[src/rtl/core_selector_pkg.sv]
package core_selector_pkg;

    typedef enum logic [1:0] {
        PH_SAMPLE = 2'd0,
        PH_DECIDE = 2'd1,
        PH_RUN    = 2'd2
    } phase_e;

endpackage

[src/rtl/cs_restart_timer.sv]
module cs_restart_timer #(
    parameter int CYCLES = 1000
) (
    input  logic clk,
    input  logic rst_n,
    input  logic start,
    output logic busy
);
    localparam int CW = $clog2(CYCLES + 1);

    logic [CW-1:0] cnt_d, cnt_q;

    always_comb begin
        cnt_d = cnt_q;
        if (start) begin
            cnt_d = CW'(CYCLES);
        end else if (cnt_q != '0) begin
            cnt_d = cnt_q - 1'b1;
        end
    end

    always_ff @(posedge clk) begin
        if (!rst_n) begin
            cnt_q <= '0;
        end else begin
            cnt_q <= cnt_d;
        end
    end

    assign busy = (cnt_q != '0);

endmodule

[src/rtl/cs_pick.sv]
module cs_pick #(
    parameter int N    = 4,
    parameter int ID_W = 2,
    parameter int PW   = 16,
    parameter int EW   = 16,
    parameter int MNUM = 9,
    parameter int MDEN = 10
) (
    input  logic [N-1:0][PW-1:0] acc_p,
    input  logic [N-1:0][EW-1:0] acc_e,
    output logic [ID_W-1:0]      winner
);
    localparam int MW = $clog2(MDEN + 1);
    localparam int XW = PW + MW;

    logic [PW-1:0] pmax;
    logic [N-1:0]  qual;
    logic [EW-1:0] best_e;
    logic          found;

    // highest performance sum over all cores
    always_comb begin
        pmax = '0;
        for (int i = 0; i < N; i++) begin
            if (acc_p[i] > pmax) begin
                pmax = acc_p[i];
            end
        end
    end

    // margin test without a divider
    generate
        for (genvar g = 0; g < N; g++) begin : g_qual
            assign qual[g] = (XW'(acc_p[g]) * XW'(MDEN)) >= (XW'(pmax) * XW'(MNUM));
        end
    endgenerate

    // lowest energy among qualifiers, strict compare keeps the lower index on ties
    always_comb begin
        winner = '0;
        best_e = '1;
        found  = 1'b0;
        for (int i = 0; i < N; i++) begin
            if (qual[i] && (!found || acc_e[i] < best_e)) begin
                winner = ID_W'(i);
                best_e = acc_e[i];
                found  = 1'b1;
            end
        end
    end

endmodule

[src/rtl/core_selector.sv]
module core_selector
    import core_selector_pkg::*;
#(
    parameter int NUM_CORES        = 4,
    parameter int EPOCH_INTERVALS  = 100,
    parameter int SAMPLE_INTERVALS = 5,
    parameter int RESTART_CYCLES   = 1000,
    parameter int PERF_W           = 16,
    parameter int ENERGY_W         = 16,
    parameter int MARGIN_NUM       = 9,
    parameter int MARGIN_DEN       = 10
) (
    input  logic                         clk,
    input  logic                         rst_n,
    input  logic                         interval_done,
    input  logic [PERF_W-1:0]            perf_count,
    input  logic [ENERGY_W-1:0]          energy_count,
    output logic [NUM_CORES-1:0]         core_enable,
    output logic [$clog2(NUM_CORES)-1:0] core_id,
    output logic                         busy
);
    localparam int ID_W   = $clog2(NUM_CORES);
    localparam int SC_W   = $clog2(SAMPLE_INTERVALS + 1);
    localparam int EC_W   = $clog2(EPOCH_INTERVALS + 1);
    localparam int SUM_PW = PERF_W + SC_W;
    localparam int SUM_EW = ENERGY_W + SC_W;

    typedef struct packed {
        phase_e                              phase;
        logic [ID_W-1:0]                     cur;
        logic [SC_W-1:0]                     scnt;
        logic [EC_W-1:0]                     ecnt;
        logic [NUM_CORES-1:0][SUM_PW-1:0]    sp;
        logic [NUM_CORES-1:0][SUM_EW-1:0]    se;
    } state_t;

    state_t          st_d, st_q;
    logic            start_restart;
    logic            charged;
    logic [ID_W-1:0] winner;

    cs_pick #(
        .N    (NUM_CORES),
        .ID_W (ID_W),
        .PW   (SUM_PW),
        .EW   (SUM_EW),
        .MNUM (MARGIN_NUM),
        .MDEN (MARGIN_DEN)
    ) u_pick (
        .acc_p  (st_q.sp),
        .acc_e  (st_q.se),
        .winner (winner)
    );

    cs_restart_timer #(
        .CYCLES (RESTART_CYCLES)
    ) u_timer (
        .clk   (clk),
        .rst_n (rst_n),
        .start (start_restart),
        .busy  (busy)
    );

    assign charged = interval_done && !busy;

    always_comb begin
        st_d          = st_q;
        start_restart = 1'b0;
        case (st_q.phase)
            PH_SAMPLE: begin
                if (charged) begin
                    st_d.sp[st_q.cur] = st_q.sp[st_q.cur] + SUM_PW'(perf_count);
                    st_d.se[st_q.cur] = st_q.se[st_q.cur] + SUM_EW'(energy_count);
                    st_d.ecnt         = st_q.ecnt + 1'b1;
                    if (st_q.scnt == SC_W'(SAMPLE_INTERVALS - 1)) begin
                        st_d.scnt = '0;
                        if (st_q.cur == ID_W'(NUM_CORES - 1)) begin
                            st_d.phase = PH_DECIDE;
                        end else begin
                            st_d.cur      = st_q.cur + 1'b1;
                            start_restart = 1'b1;
                        end
                    end else begin
                        st_d.scnt = st_q.scnt + 1'b1;
                    end
                end
            end
            PH_DECIDE: begin
                st_d.phase    = PH_RUN;
                st_d.cur      = winner;
                start_restart = (winner != st_q.cur);
                if (charged) begin
                    st_d.ecnt = st_q.ecnt + 1'b1;
                end
            end
            PH_RUN: begin
                if (charged) begin
                    if (st_q.ecnt == EC_W'(EPOCH_INTERVALS - 1)) begin
                        st_d.ecnt     = '0;
                        st_d.scnt     = '0;
                        st_d.sp       = '0;
                        st_d.se       = '0;
                        st_d.phase    = PH_SAMPLE;
                        st_d.cur      = '0;
                        start_restart = (st_q.cur != '0);
                    end else begin
                        st_d.ecnt = st_q.ecnt + 1'b1;
                    end
                end
            end
            default: begin
                st_d.phase = PH_SAMPLE;
            end
        endcase
    end

    always_ff @(posedge clk) begin
        if (!rst_n) begin
            st_q <= '0;
        end else begin
            st_q <= st_d;
        end
    end

    assign core_id     = st_q.cur;
    assign core_enable = NUM_CORES'(1) << st_q.cur;

endmodule

[config.mk]
export PLATFORM = sky130hd
export DESIGN_NAME = core_selector
export DESIGN_NICKNAME = d
export VERILOG_FILES = /design/src/rtl/core_selector_pkg.sv /design/src/rtl/cs_restart_timer.sv /design/src/rtl/cs_pick.sv /design/src/rtl/core_selector.sv
export SDC_FILE = /design/constraint.sdc
export NUM_CORES = 1
export LEC_CHECK = 0
export BUFFER_PORTS_ARGS = -buffer_cell sky130_fd_sc_hd__buf_2
export CAP_MARGIN = 15
export CORE_MARGIN = 4
export CORE_UTILIZATION = 65
export DETAILED_ROUTE_END_ITERATION = 10
export PLACE_DENSITY = 0.82
export SYNTH_ARGS = -nofsm -noshare
export SYNTH_HDL_FRONTEND = slang
export SYNTH_SLANG_ARGS = --single-unit
[constraint.sdc]
create_clock -name clk -period 23.9 [get_ports clk]
set_clock_uncertainty 0.05 [all_clocks]
set_input_delay 1.195 -clock clk [delete_from_list [all_inputs] [get_ports clk]]
set_output_delay 1.195 -clock clk [all_outputs]
set_load 0.05 [all_outputs]
==> summary.txt <==
Synth
  • Most frequent cell after synthesis: ha_1
  • Mapped Cells: 2,465
  • Ranking of synthesized cells by area: ha_1 (26%), dfxtp_1 (18%), a21oi_1 (5.7%), o21ai_0 (4.3%), mux4_2 (4.3%)
  • Post-synth top cells: ha_1 (406), nand2_1 (228), nor2_1 (225), a21oi_1 (224), dfxtp_1 (176)
  • Dominant cell type by area after synthesis: ha_1
  • Total nets after synthesis: 2,913
  • Seq cells post-synth: 176
  • Post-synth EDFFs: 0
  • Post-synth top area share: 25.8%
  • Synth warn: 0
  • Synth unique cells: 82
  • Syn Std Cell Area: 0.0197 mm²
  • Syn Area/Cell: 7.99 µm²
  • Sequential share of the synthesized area: 17.9%
  • Post-synthesis async set-or-reset flop share: 0%
  • Most used DFF post-synth: dfxtp_1

Die
  • Die Area: 0.0332 mm²
  • Die Ht: 182 µm
  • Core area: 0.0298 mm²
  • Top Ports: 42
  • Initial Util: 66.1%
  • Chip Width: 182 µm
  • Row cnt: 63

Clocking
  • H-tree Lvls: 4
  • Worst-path clk slew: 0.07 ns
  • TritonCTS clock tree: yes
  • Postcts setup bufs: 0
  • Total CTS buffers: 17
  • Buffer depth of the longest clock path: 2
  • Clock root buffer: clkbuf_16
  • CTS sink cnt: 176
  • Post-cts resize count: 0
  • Hold-fix buffers at CTS: 0
  • Skew-Pair Late Insertion Delay: 0.45 ns

Routing
  • Drt drc: 0
  • Routed wire length per instance: 21.3 µm
  • Router iterations before antenna repair: 8
  • Initial drt markers: 2,196
  • Routed Antenna Nets: 0
  • Post-Route WL: 60,500 µm
  • Vias post-DR: 19.5k
  • Via/cell ratio: 6.85

GRT
  • Largest net degree at the start of global routing: 94
  • Total GRT Usage: 35.4%
  • First-pass GRT wire length: 96,400 µm
  • Vias in the first global route: 18.7k
  • Initial antenna violation count: 1
  • Remaining global-route overflow: 0

STA
  • Fmax: 44.7 MHz
  • Slew headroom: 26.9%
  • Minimum clock period: 22.36 ns
  • Final period util: 93.5%
  • Fin. max-slew vios: 0
  • Final TNS setup: 0 ns
  • RSZ-0062 raised after global routing: no
  • Final setup viols: 0
  • Worst-Margin Slew: 1.10 ns
  • Worst Hold Slack: 0.457 ns
  • Final hold vios: 0

Placed design
  • Placer Congestion: 1.06
  • Port Buffers: 41
  • Post-DP HPWL: 45,900 µm
  • Placed cells: 2,812

Worst setup path
  • R2r setup slk: 1.54 ns
  • Critical Path RT: 24.24 ns
  • FF-to-FF path depth: 88
  • Worst Setup Start Kind: register
  • Capture point of the worst reg-to-reg path: u_timer.cnt_q[1]$_SDFFE_PP0P_
  • CP Capture Type: register
  • Crit path max fanout: 38
  • Reg-to-Reg Start: st_q[80]$_SDFFE_PN0P_
  • Slowest stage delay, CP: 0.91 ns
  • Crit path top cell by count: o21ai_0
  • Setup CP Type: register to register
  • Slowest cell on crit path: and2_1
  • Arr. time, crit path: 22.70 ns

Finish
  • Fin util: 69.6%
  • Diodes inserted: 0
  • Final non-filler cell total: 2,844
  • Layout Nets: 2,889
  • # fillers: 2,412
  • Layout cells sized above 1: 6.81%
  • Synth-to-Final Area Change: 5.20%

Status
  • Status: finished, final reports clean

Min path
  • WHS Endpoint: st_q[23]$_SDFFE_PN0P_
  • Hold_sp: st_q[23]$_SDFFE_PN0P_
  • Worst min path class: register to register
  • Hold path cells: 2

Flow run
  • Max cap viols: 0
[layer usage]
layer  wire length, µm  track usage, %  vias up
met5                13               0        -
met4              2520            14.9        2
met2             25700            54.0     1127
met3              7030            7.69      213
met1             25200            48.7     9089
li1                  -               -     9058
[critical path: cells and delay by family (launching register included)]
kind	cells	cell delay, ns
compound gates	54	11.83
xor+xnor	1	0.42
fa+ha+maj	10	3.02
buf+inv	5	1.16
flops	1	0.46
mux	1	0.37
simple gates	17	4.90
[through the flow]
stage          setup WS, ns  area (µm²)
2_1_floorplan          4.89       19700
3_3_place_gp           3.22       20200
3_5_place_dp           2.25       20200
4_1_cts                2.08       20700
5_1_grt               0.200       20700
6_report               1.54       20700
[flip-flops by register name, summed over array words and instances (netlist names)]
signal	flops
st_q	164
u_timer.cnt_q	10
core_id	2
[cell families (layout without fill, tap and decap cells)]
family / count (synthesis) / after routing / share of synthesized area [%]
AO/OA/AOI/OAI: 740 / 740 / 24.0
XOR/XNOR: 81 / 81 / 3.60
adder cells (fa/ha/maj): 413 / 413 / 26.5
buffers and inverters: 235 / 224 / 4.63
flip-flops: 176 / 176 / 17.9
multiplexers: 60 / 60 / 5.46
AND/OR/NAND/NOR: 760 / 760 / 18.0
[how the worst max path moves through the flow]
stage                                from                             to  slack, ns
CTS                 st_q[80]$_SDFFE_PN0P_  u_timer.cnt_q[1]$_SDFFE_PP0P_       2.08
global placement    st_q[80]$_SDFFE_PN0P_  u_timer.cnt_q[4]$_SDFFE_PP0P_       3.22
global route        st_q[80]$_SDFFE_PN0P_  u_timer.cnt_q[1]$_SDFFE_PP0P_       0.20
detailed placement  st_q[80]$_SDFFE_PN0P_  u_timer.cnt_q[1]$_SDFFE_PP0P_       2.25
floorplan           st_q[80]$_SDFFE_PN0P_  u_timer.cnt_q[0]$_SDFFE_PP0P_       4.89
finish              st_q[80]$_SDFFE_PN0P_  u_timer.cnt_q[1]$_SDFFE_PP0P_       1.54
[cells in the final DEF (no fill, tap or decap), types with 17 or more instances in the layout]
cell type / n
a211oi_1: 18
a21boi_0: 30
a21o_1: 61
a21oi_1: 224
a22oi_1: 61
a31oi_1: 37
and2_1: 17
buf_2: 41
clkbuf_16: 17
dfxtp_1: 174
ha_1: 406
inv_1: 134
mux2i_1: 22
mux4_2: 38
nand2_1: 228
nand2b_1: 20
nand3_1: 104
nand4_1: 38
nor2_1: 225
nor2b_1: 25
nor3_1: 25
o21a_1: 22
o21ai_0: 168
o21bai_1: 26
xnor2_1: 70
[area by class of cell]
| cell class | count | area, µm² | area share, % |
|---|---|---|---|
| repair buffers | 57 | 325 | 1.57 |
| clock buffers | 19 | 443 | 2.14 |
| well taps | 390 | 488 | 2.35 |
| clock inverters | 13 | 119 | 0.573 |
| multi-input cells | 2054 | 15300 | 73.9 |
| inverters | 135 | 509 | 2.46 |
| flip-flops and latches | 176 | 3530 | 17.0 |
Power is not shown: default switching activity piles up to over one toggle a cycle in this logic, so the estimate is an artifact.
